**src/rtl/brf_pkg.sv**
```systemverilog
package brf_pkg;
   typedef enum logic [1:0] {
      POL_STALL      = 2'd0,
      POL_PREDICT_NT = 2'd1,
      POL_DELAY_SLOT = 2'd2
   } brf_policy_e;

   localparam int unsigned INSN_BYTES = 4;
endpackage

```
**src/rtl/brf_policy_ctrl.sv**
```systemverilog
module brf_policy_ctrl
   import brf_pkg::*;
#(
   parameter brf_policy_e POLICY       = POL_STALL,
   parameter bit          LATE_RESOLVE = 1'b1
) (
   input  logic clk,
   input  logic rst_n,
   input  logic hold_i,
   input  logic dec_branch_i,
   input  logic res_valid_i,
   input  logic res_taken_i,
   output logic redirect_o,
   output logic stall_o,
   output logic flush_if_o,
   output logic flush_id_o
);
   localparam bit IS_STALL = (POLICY == POL_STALL);

   if (POLICY != POL_STALL && POLICY != POL_PREDICT_NT && POLICY != POL_DELAY_SLOT) begin : g_bad_policy
      $error("brf_policy_ctrl: unsupported POLICY");
   end

   assign redirect_o = !hold_i && res_valid_i && res_taken_i;

   if (IS_STALL && LATE_RESOLVE) begin : g_stall_late
      logic wait_q;
      always_ff @(posedge clk) begin
         if (!rst_n)       wait_q <= 1'b0;
         else if (!hold_i) wait_q <= dec_branch_i;
      end
      assign stall_o    = !hold_i && (dec_branch_i || wait_q);
      assign flush_if_o = 1'b0;
      assign flush_id_o = 1'b0;

      // a branch seen in decode keeps fetch stalled on the following cycle too
      p_second_bubble_r6: assert property (@(posedge clk) disable iff (!rst_n)
         (dec_branch_i && !hold_i) |=> (stall_o || hold_i));
   end else if (IS_STALL) begin : g_stall_early
      assign stall_o    = !hold_i && dec_branch_i;
      assign flush_if_o = 1'b0;
      assign flush_id_o = 1'b0;
   end else if (POLICY == POL_PREDICT_NT) begin : g_pnt
      assign stall_o    = 1'b0;
      assign flush_if_o = redirect_o;
      assign flush_id_o = LATE_RESOLVE ? redirect_o : 1'b0;
   end else begin : g_dslot
      assign stall_o    = 1'b0;
      assign flush_if_o = LATE_RESOLVE ? redirect_o : 1'b0;
      assign flush_id_o = 1'b0;
   end
endmodule

```
**src/rtl/brf_pc_reg.sv**
```systemverilog
module brf_pc_reg #(
   parameter int unsigned      XLEN     = 32,
   parameter logic [XLEN-1:0]  RESET_PC = '0,
   parameter int unsigned      STEP     = 4
) (
   input  logic            clk,
   input  logic            rst_n,
   input  logic            hold_i,
   input  logic            stall_i,
   input  logic            redirect_i,
   input  logic [XLEN-1:0] target_i,
   output logic [XLEN-1:0] pc_o
);
   localparam logic [XLEN-1:0] STEP_V = XLEN'(STEP);

   if (STEP == 0 || (RESET_PC % STEP) != 0) begin : g_bad_align
      $error("brf_pc_reg: RESET_PC must be a nonzero-step multiple");
   end

   logic [XLEN-1:0] pc_q, pc_d;

   always_comb begin
      if (hold_i)          pc_d = pc_q;
      else if (redirect_i) pc_d = target_i;
      else if (stall_i)    pc_d = pc_q;
      else                 pc_d = pc_q + STEP_V;
   end

   always_ff @(posedge clk) begin
      if (!rst_n) pc_q <= RESET_PC;
      else        pc_q <= pc_d;
   end

   assign pc_o = pc_q;

   // a redirect lands on the supplied target one edge later
   p_redirect_target_r4: assert property (@(posedge clk) disable iff (!rst_n)
      redirect_i |=> (pc_o == $past(target_i)));
endmodule

```
**src/rtl/brf_fetch_redirect.sv**
```systemverilog
module brf_fetch_redirect
   import brf_pkg::*;
#(
   parameter int unsigned      XLEN         = 32,
   parameter logic [XLEN-1:0]  RESET_PC     = '0,
   parameter brf_policy_e      POLICY       = POL_STALL,
   parameter bit               LATE_RESOLVE = 1'b1
) (
   input  logic            clk,
   input  logic            rst_n,
   input  logic            hold_i,
   input  logic            dec_branch_i,
   input  logic            res_valid_i,
   input  logic            res_taken_i,
   input  logic [XLEN-1:0] res_target_i,
   output logic [XLEN-1:0] pc_o,
   output logic            fetch_valid_o,
   output logic            flush_if_o,
   output logic            flush_id_o
);
   if (XLEN < 8) begin : g_bad_xlen
      $error("brf_fetch_redirect: XLEN too small");
   end

   logic redirect, stall;

   brf_policy_ctrl #(
      .POLICY      (POLICY),
      .LATE_RESOLVE(LATE_RESOLVE)
   ) u_policy (
      .clk         (clk),
      .rst_n       (rst_n),
      .hold_i      (hold_i),
      .dec_branch_i(dec_branch_i),
      .res_valid_i (res_valid_i),
      .res_taken_i (res_taken_i),
      .redirect_o  (redirect),
      .stall_o     (stall),
      .flush_if_o  (flush_if_o),
      .flush_id_o  (flush_id_o)
   );

   brf_pc_reg #(
      .XLEN    (XLEN),
      .RESET_PC(RESET_PC),
      .STEP    (INSN_BYTES)
   ) u_pc (
      .clk       (clk),
      .rst_n     (rst_n),
      .hold_i    (hold_i),
      .stall_i   (stall),
      .redirect_i(redirect),
      .target_i  (res_target_i),
      .pc_o      (pc_o)
   );

   assign fetch_valid_o = !hold_i && !stall && !flush_if_o;

   // hold freezes the fetch address
   p_hold_freeze_r3: assert property (@(posedge clk) disable iff (!rst_n)
      hold_i |=> $stable(pc_o));
   // nothing valid or flushed while held
   p_hold_quiet_r3: assert property (@(posedge clk) disable iff (!rst_n)
      hold_i |-> (!fetch_valid_o && !flush_if_o && !flush_id_o));
   // a valid sequential fetch steps the address by one instruction
   p_seq_step_r2: assert property (@(posedge clk) disable iff (!rst_n)
      (fetch_valid_o && !(res_valid_i && res_taken_i)) |=> (pc_o == $past(pc_o) + XLEN'(INSN_BYTES)));
   // decode is only ever flushed together with fetch
   p_id_with_if_r10: assert property (@(posedge clk) disable iff (!rst_n)
      flush_id_o |-> flush_if_o);
   // any flush belongs to a taken resolution
   p_flush_cause_r8: assert property (@(posedge clk) disable iff (!rst_n)
      flush_if_o |-> (res_valid_i && res_taken_i && !hold_i));
endmodule

```
**config.mk**
```make
export PLATFORM = sky130hd
export DESIGN_NAME = brf_fetch_redirect
export DESIGN_NICKNAME = d
export VERILOG_FILES = /design/src/rtl/brf_pkg.sv /design/src/rtl/brf_policy_ctrl.sv /design/src/rtl/brf_pc_reg.sv /design/src/rtl/brf_fetch_redirect.sv
export SDC_FILE = /design/constraint.sdc
export NUM_CORES = 1
export LEC_CHECK = 0
export BUFFER_PORTS_ARGS = -buffer_cell sky130_fd_sc_hd__buf_2
export CELL_PAD_IN_SITES_DETAIL_PLACEMENT = 0
export CELL_PAD_IN_SITES_GLOBAL_PLACEMENT = 1
export CORE_ASPECT_RATIO = 0.6
export CORE_MARGIN = 2
export CORE_UTILIZATION = 30
export DETAILED_ROUTE_END_ITERATION = 8
export PLACE_DENSITY_LB_ADDON = 0.1
export SLEW_MARGIN = 20
export SYNTH_ARGS = -nofsm -noshare
export SYNTH_HDL_FRONTEND = slang
export SYNTH_SLANG_ARGS = --single-unit
export TNS_END_PERCENT = 5
```
**constraint.sdc**
```tcl
create_clock -name clk -period 1.86 [get_ports clk]
set_input_delay 0.465 -clock clk [delete_from_list [all_inputs] [get_ports clk]]
set_output_delay 0.465 -clock clk [all_outputs]
set_load 0.05 [all_outputs]
```
==> metrics, run 1 <==
register area share after synthesis 0.3651; met3 WL between 300 and 400 um; Post-DP HPWL around 4.4 mm; Final GP Congestion approximately 0.8; Post-Place Worst Slack -0.2369 ns; Post-synth EDFFs 0; number of global-route vias before repair roughly 1800; Slew HR 0.6668; outcome finished clean; Max VDD drop 219.2 uV; Final Hold Viols 0; core area 5702 um^2; Critical Path RT roughly 1.4 ns; Cell Pwr Density 668.6 nW/um^2; Yosys reg bits 33; Synth Instances between 200 and 250; largest net degree at the start of global routing 17; Routed Antenna Nets 0; Residual DRC 0; crit-path cells or3_4, buf_6, clkinvlp_4, buf_8; FILL cells 616; fmax between 500 and 600 MHz; Yosys warning count 0; Final WS setup 0.03525 ns; Worst path slowest cell or3_4; Placed Cells between 300 and 400; min cycle time layout 1.825 ns; CTS Buf Count 5; share of cells above drive strength 1 0.3802; family with the most delay on the worst path buffers and inverters; # rows 21; worst-path fanout max 7; GRT Util Overall 0.1726; Internal ~1.1 mW; Synth area leader dfxtp_1; crit path buf inv count 3; CTS Hold Buffers Added 0; H-tree levels 2; die height 64.16 um; initial antenna violation count 0; average vias per placed instance around 5.0; leading cell type in the layout, fill and taps excluded buf_2; fin crit share 0.9810; Layout area overhead 37.00%; first-pass GRT wire length about 9 mm; Worst Hold Class input pin to flop; WP data arrival between 1 and 1.5 ns; switching share of power 0.3182; Starting Density 0.3173; final setup fails 0; max-cap violations 0; synth top area cells dfxtp_1 37%, nand2_1 6.6%, xor2_1 5.8%; max-slew violation count 0; io pins 73; Iter 0 DRT Violations 79; Total Power 1.657 mW; actual slew at the worst max-slew pin 0.4980 ns; sequential cell fraction of total power 0.476; Clock Tree Buf Depth 2; clock share of power 0.314; Clock Skew around 0.0031 ns; die footprint around 6700 um^2; static leakage approximately 1.0 nW; PortBufs 70; Post-synth ARST share 0; CTS tree yes; Synth Area per Inst ~8.0 um^2; CTS Sinks 33; CP peak stage delay 0.37 ns; chip width 104.3 um; Main synth FF type dfxtp_1; Max Used Layer met4; metal2 WL 2.221 mm; WL met1 roughly 3.2 mm; startpoint types flop; ANT cells 0; Root Driver clkbuf_8; Comb power frac 0.210; Pre-antenna DRT Iters 4; wire length per cell approximately 15 um; Net Sw Power 0.5274 mW; Crit Path Category flop to primary output; Setup crit end kind primary output; most frequent cells in the layout 69 x buf_2, 32 x nand2_1, 20 x buf_4; Nets approximately 350; GR Overflow Total 0; final non-filler cell total about 390; drt total wl about 5.8 mm; clk_lat worst skew roughly 0.28 ns; Netlist cell types between 40 and 50; RSZ-0062 raised after global routing true; Reg clk slew, reported paths approximately 0.07 ns; setup TNS 0 ns; Yosys top cell area share 0.3651; post-synthesis cell area roughly 1800 um^2; detailed-route via count a little under 2000
==> what timing repair did <==
action,CTS,global route
gates resized for setup,3,4
endpoints found under the setup margin,1,6
cloned,0,0
buffers inserted,1,0
==> flip-flops by register name (all words and copies together) (netlist names) <==
name	flops
u_pc.pc_o	32
u_policy.g_stall_late.wait_q	1
==> Yosys cell counts, types with 2 or more instances <==
cell type and count:
dfxtp_1 33, nand2_1 32, a21oi_1 15, nor2_1 14, nand3_1 13, nand4_1 12
xor2_1 12, clkbuf_1 11, o21ai_0 11, and3_1 7, o211ai_1 7, a211oi_1 5
a31oi_1 5, or3_1 5, and4_1 4, xnor2_1 4, a22o_1 3, and2_1 3
o311ai_0 3, or2_2 3, buf_4 2, nand3b_1 2, nor3_1 2, o21a_1 2
==> cell families after synthesis <==
group / after synthesis / share of synthesized area
muxes: 1 / 0.005533
and+or+nand+nor: 102 / 0.2974
xor gates and xnor gates: 16 / 0.07745
AOI/OAI and AO/OA: 57 / 0.2040
adders and majority gates: 1 / 0.006915
DFF: 33 / 0.3651
buffers and inverters: 16 / 0.04149
other: 1 / 0.002073
==> through the flow <==
stage / util / hold WS [ns] / area (um^2)
6_report: 0.4347 / 0.3952 / 2479
5_1_grt: 0.4347 / 0.3962 / 2479
4_1_cts: 0.4332 / 0.3887 / 2470
3_5_place_dp: 0.4161 / 0.4537 / 2372
3_3_place_gp: 0.4161 / 0.4420 / 2372
2_1_floorplan: - / 0.4570 / 1839
==> final timing paths <==
path                                      end                    startpoint  slack, ns  cells after the start
worst max-delay path            fetch_valid_o  u_policy.g_stall_late.wait_q       0.04                      4
worst min-delay path            u_pc.pc_o[11]              res_target_i[11]       0.40                      3
worst max register to register  u_pc.pc_o[13]  u_policy.g_stall_late.wait_q       0.07                      5
worst min register to register   u_pc.pc_o[0]                  u_pc.pc_o[0]       0.46                      2
==> power groups by stage <==
stage	sequential, mW	combinational [mW]	clock [mW]
floorplan	0.915	0.110	0
global placement	0.804	0.342	0
detailed placement	0.804	0.342	0
CTS	0.787	0.348	0.546
global route	0.793	0.374	0.571
finish	0.788	0.348	0.520
==> per-layer routing <==
| metal | vias up | track usage |
|---|---|---|
| li1 | 1002 | - |
| met1 | 896 | 0.2635 |
| met2 | 57 | 0.2294 |
| met3 | 2 | 0.05204 |
| met4 | 0 | 0.04392 |
| met5 | - | 0 |
==> final cells by class <==
cell class	instances	area (um^2)	share of cell area
inverter	2	11.26	0.004543
sequential	33	678.2	0.2736
clock buffer	8	80.08	0.03231
timing repair buffer	91	521.8	0.2105
tap	80	100.1	0.04038
multi-input combinational	179	1087	0.4387
==> tightest hold or removal path: cells and delay by family <==
kind                   cells  cell delay, ns
AO/OA/AOI/OAI              1            0.06
AND/OR/NAND/NOR            1            0.04
buffers and inverters      1            0.07
Power figures use the tool's default switching activity.
==> inputs of run 2 (changes only) <==
CORE_UTILIZATION = 34   (was 30)
clock period = 2 ns   (was 1.86 ns; I/O delays follow)
==> run 2 against run 1 <==
First-iteration DRC count shrank 24%. Highest routed layer unchanged. Count of clock-buffer cells in the layout shrank 1. Utilization grew 4.0 points. Critical path type is now input pin to primary output. Clock power grew 11%. Critical endpoint unchanged. Combinational power shrank 8.6%.
==> metrics, run 2 (synthesis results as in run 1) <==
core area 5105 um^2 (was 5702 um^2); initial antenna violation count 0 (unchanged); crit path from dec_branch_i (was u_policy.g_stall_late.wait_q); startpoint types input pin (was flop); Final Hold Viols 0 (unchanged); largest net degree at the start of global routing 31 (was 17); detailed-route via count 1992 (was 1957); H-tree levels 2 (unchanged); r2r endpoint u_pc.pc_o[13] (unchanged); Pre-antenna DRT Iters 4 (unchanged); Nets 348 (was 351); static leakage 1.039 nW (was 1.049 nW); Worst Hold Class input pin to flop (unchanged); fmax between 500 and 600 MHz; CTS Sinks 33 (unchanged); max-slew violation count 0 (unchanged); worst-path fanout max 8 (was 7); average vias per placed instance 5.298 (was 4.980); outcome finished clean (unchanged); Post-Place Worst Slack -0.2166 ns (was -0.2369 ns); worst setup path endpoint fetch_valid_o (unchanged); PortBufs 70 (unchanged); die footprint 5940 um^2 (was 6688 um^2); final design utilization 0.4750 (was 0.4347); FILL cells 544 (was 616); number of global-route vias before repair 1751 (was 1778); fin area 2425 um^2 (was 2479 um^2); reg-to-reg slack, setup 0.11 ns (was 0.07 ns); Clock Tree Buf Depth 2 (unchanged); setup TNS 0 ns (unchanged); CTS Hold Buffers Added 0 (unchanged); io pins 73 (unchanged); Clock Skew 0.008271 ns (was 0.003123 ns); Total Power 1.621 mW (was 1.657 mW); die height 60.51 um (was 64.16 um); GR Overflow Total 0 (unchanged); Final WS setup 0.08142 ns (was 0.03525 ns); share of cells above drive strength 1 0.3323 (was 0.3802); Iter 0 DRT Violations 60 (was 79); wire length per cell 15.13 um (was 14.74 um); drt total wl 5.690 mm (was 5.794 mm); reg2reg path depth 5 (unchanged); Reg clk slew, reported paths 0.07 ns (about the same); # rows 20 (was 21); WP data arrival 1.42 ns (was 1.36 ns); leading cell type in the layout, fill and taps excluded buf_2 (unchanged); Routed Antenna Nets 0 (unchanged); final setup fails 0 (unchanged); most frequent cells in the layout 69 x buf_2, 33 x dfxtp_1, 32 x nand2_1 (was 69 x buf_2, 32 x nand2_1, 20 x buf_4); Max VDD drop 258.9 uV (was 219.2 uV); CTS tree yes (unchanged); Root Driver clkbuf_8 (unchanged); clk_lat worst skew 0.30 ns (was 0.28 ns); final non-filler cell total 376 (was 393); max-cap violations 0 (unchanged); Placed Cells 368 (was 384); Critical Path RT 1.50 ns (was 1.39 ns); fin crit share 0.9593; CTS Buf Count 5 (unchanged); Final GP Congestion 0.8496 (was 0.7778); Crit Path Category input pin to primary output (was flop to primary output); min cycle time layout roughly 1.9 ns; FF-to-FF Start u_policy.g_stall_late.wait_q (unchanged); Post-DP HPWL 4.192 mm (was 4.400 mm); RSZ-0062 raised after global routing false (was true); ANT cells 0 (unchanged); max FFs per register 32 (unchanged); Setup crit end kind primary output (unchanged); first-pass GRT wire length 9.211 mm (was 8.935 mm); Layout area overhead 34.03% (was 37.00%); Placed Area 2317 um^2 (was 2372 um^2); Fin Hold WS 0.4211 ns (was 0.3952 ns); Cell Pwr Density 668.5 nW/um^2 (was 668.6 nW/um^2); Residual DRC 0 (unchanged); GRT Util Overall 0.2034 (was 0.1726); Starting Density 0.3544 (was 0.3173); chip width 98.18 um (was 104.3 um)
-- run 2: cell types whose count changed in the layout (fill, tap and decap cells not counted) --
cell      previous run  this run
dfxtp_1             19        33
dfxtp_2             14         0
clkbuf_1             3         0
o311ai_0             0         3
o311ai_1             3         0
buf_4               20        18
clkbuf_8             5         7
buf_8                1         0
clkinv_2             0         1
nor3_1               1         2
nor3_2               2         1
or3_1                4         5
or3_4                1         0
-- run 2: where the power goes --
group	switching [mW]	total, mW	leakage, nW	internal [mW]
sequential	0.0377	0.728	0.270	0.690
combinational	0.215	0.318	0.715	0.104
clock	0.264	0.575	0.0542	0.311
-- run 2: worst max-delay path, stage by stage --
cell	delay, ns
buf_2	0.10
or3_1	0.36
buf_4	0.18
clkinvlp_4	0.11
buf_6	0.16
-- run 2: final cells by class --
cell class,instances,area [um^2],area share
multi-input combinational,179,1077,0.4443
sequential,33,660.6,0.2724
timing repair buffer,88,491.7,0.2028
clock buffer,7,96.34,0.03973
tap,66,82.58,0.03406
inverter,2,11.26,0.004644
clock inverter,1,5.005,0.002064
-- run 2: metal layers --
layer  GRT usage  vias to the layer above  wire, um  part of all wire
li1            -                      998         -                 -
met1      0.3173                      921      3012              0.53
met2      0.2691                       67      2196              0.39
met3     0.06452                        6       442             0.078
met4     0.04110                        0        40            0.0070
met5           0                        -         0                 0
-- run 2: worst min-delay path by stage --
stage / startpoint / endpoint / cells past startpoint
after floorplan: u_policy.g_stall_late.wait_q / u_policy.g_stall_late.wait_q / 2
after global placement: u_pc.pc_o[1] / u_pc.pc_o[1] / 2
after detailed placement: u_pc.pc_o[1] / u_pc.pc_o[1] / 2
after CTS: res_target_i[16] / u_pc.pc_o[16] / 2
after global routing: res_target_i[11] / u_pc.pc_o[11] / 3
final: res_target_i[23] / u_pc.pc_o[23] / 2
-- run 2: repair_timing --
| item | in CTS | in global routing |
|---|---|---|
| resized for setup | 1 | 1 |
| setup endpoints to repair | 1 | 1 |
| buffers inserted | 0 | 0 |
==> inputs of run 3 (changes only) <==
ABC_CLOCK_PERIOD_IN_PS = 2000   (was default)
RECOVER_POWER = 50   (was default)
==> run 3 against run 2 <==
Hold slack got worse by 0.00072 ns. Non-clock buffer count did not move. Clock power barely moved. Die area did not move. Total power fell by 0.57%. Worst setup slack got worse by 0.0019 ns. Critical endpoint is now u_pc.pc_o[13]. Critical path depth rose by 1. Maximum frequency fell by 0.10%. Flip-flop and latch count did not move.
==> metrics, run 3 (synthesis results as in run 1) <==
crit path buf inv count 2 (was 4); Slew HR 0.4462; H-tree levels 2 (unchanged); Reg clk slew, reported paths 0.08 ns (was 0.07 ns); max-cap violations 0 (unchanged); # rows 20 (unchanged); PortBufs 70 (unchanged); setup TNS 0 ns (unchanged); Placed Area 2317 um^2 (unchanged); family with the most delay on the worst path simple AND/OR/NAND/NOR gates (was buffers and inverters); fin crit share 0.9603 (was 0.9593); CTS tree yes (unchanged); final setup fails 0 (unchanged); Setup crit end kind flop (was primary output); chip width 98.18 um (unchanged); static leakage 0.9235 nW (was 1.039 nW); actual slew at the worst max-slew pin 0.8307 ns; Post-DP HPWL 4.192 mm (unchanged); metal2 WL 2.251 mm (was 2.196 mm); largest net degree at the start of global routing 31 (unchanged); Max Used Layer met4 (unchanged); wire length per cell 15.26 um (was 15.13 um); Final GP Congestion 0.8496 (unchanged); ANT cells 0 (unchanged); detailed-route via count 1966 (was 1992); max FFs per register 32 (unchanged); CP peak stage delay 0.42 ns (was 0.36 ns); Worst Hold Class input pin to flop (unchanged); worst-path fanout max 8 (unchanged); die height 60.51 um (unchanged); GR Overflow Total 0 (unchanged); CTS Sinks 33 (unchanged); share of cells above drive strength 1 0.2419 (was 0.3323); Fin Hold WS 0.4204 ns (was 0.4211 ns); Crit Path Category input pin to flop (was input pin to primary output); Routed Antenna Nets 0 (unchanged); WL met1 3.036 mm (was 3.012 mm); Final Hold Viols 0 (unchanged); average vias per placed instance 5.229 (was 5.298); Cell Pwr Density 676.6 nW/um^2 (was 668.5 nW/um^2); Root Driver clkbuf_8 (unchanged); Pre-antenna DRT Iters 4 (unchanged); Clock Skew 0.008812 ns (was 0.008271 ns); Layout area overhead 31.67% (was 34.03%); max-slew violation count 0 (unchanged); RSZ-0062 raised after global routing false (unchanged); CP most frequent cell or3_1; fmax 520.7 MHz (was 521.2 MHz); Worst path slowest cell or3_1 (unchanged); post-CTS setup buffer count 0 (unchanged); Residual DRC 0 (unchanged); Nets 348 (unchanged); Final WS setup 0.07949 ns (was 0.08142 ns); fin area 2382 um^2 (was 2425 um^2); crit-path cells buf_2, or3_1, buf_4, or3_1, o311ai_0, o211ai_1 (was buf_2, or3_1, buf_4, clkinvlp_4, buf_6); startpoint types input pin (unchanged); leading cell type in the layout, fill and taps excluded buf_2 (unchanged); clk_lat worst skew 0.30 ns (about the same); met3 WL 410 um (was 442 um); Max VDD drop 253.1 uV (was 258.9 uV); Critical Path RT 2.16 ns (was 1.50 ns); io pins 73 (unchanged); drt total wl 5.739 mm (was 5.690 mm); Post-Place Worst Slack -0.2166 ns (unchanged); Starting Density 0.3544 (unchanged); CTS Hold Buffers Added 0 (unchanged); min cycle time layout 1.921 ns (was 1.919 ns); outcome finished clean (unchanged); Clock Tree Buf Depth 2 (unchanged); CTS Buf Count 5 (unchanged); WP data arrival 2.08 ns (was 1.42 ns); Iter 0 DRT Violations 63 (was 60); number of global-route vias before repair 1751 (unchanged); core area 5105 um^2 (unchanged); first-pass GRT wire length 9.211 mm (unchanged); initial antenna violation count 0 (unchanged); GRT Util Overall 0.2034 (unchanged); most frequent cells in the layout 43 x buf_2, 33 x dfxtp_1, 32 x nand2_1 (was 69 x buf_2, 33 x dfxtp_1, 32 x nand2_1); die footprint 5940 um^2 (unchanged)
## run 3: changes by cell type in the layout (fill, tap and decap cells not counted)
cell / before / now
clkbuf_2: 0 / 1
buf_2: 69 / 43
buf_4: 18 / 15
clkbuf_1: 0 / 28
## run 3: worst register-to-register path: stages (launching register included)
cell	delay [ns]
dfxtp_1	0.31
or3_1	0.34
buf_4	0.18
or3_1	0.42
o311ai_0	0.36
o211ai_1	0.16
## run 3: what timing repair did
item | in CTS | in global routing
setup endpoints to repair | 1 | 1
gates resized for setup | 1 | 1
hold endpoints to repair | 0 | 0
## run 3: per-layer routing
layer  vias to the layer above  global-route usage
li1                        998                   -
met1                       898              0.3173
met2                        64              0.2691
met3                         6             0.06452
met4                         0             0.04110
met5                         -                   0
## run 3: final timing paths
| kind | startpoint | endpoint | slack [ns] | cells after the start |
|---|---|---|---|---|
| max | dec_branch_i | u_pc.pc_o[13] | 0.08 | 6 |
| min | res_target_i[11] | u_pc.pc_o[11] | 0.42 | 3 |
| max reg2reg | u_policy.g_stall_late.wait_q | u_pc.pc_o[13] | 0.11 | 5 |
| min reg2reg | u_pc.pc_o[1] | u_pc.pc_o[1] | 0.46 | 2 |
## run 3: power breakdown
group	switching, mW	total, mW	internal [mW]
combinational	0.215	0.309	0.0937
sequential	0.0387	0.729	0.690
clock	0.263	0.574	0.311
total	0.516	1.61	1.10
## run 3: stage by stage
| step | total power, mW | utilization | cells |
|---|---|---|---|
| floorplan | 0.9493 | - | 228 |
| global placement | 1.059 | 0.4539 | 368 |
| detailed placement | 1.060 | 0.4539 | 368 |
| CTS | 1.634 | 0.4743 | 376 |
| global route | 1.705 | 0.4667 | 376 |
| finish | 1.612 | 0.4667 | 376 |
## run 3: layout make-up
class                      instances  area, um^2
clock inverter                     1       5.005
tap                               66       82.58
clock buffer                       7       96.34
sequential                        33       660.6
multi-input combinational        179        1077
fill                             559        2723
timing repair buffer              88       449.2
inverter                           2       11.26
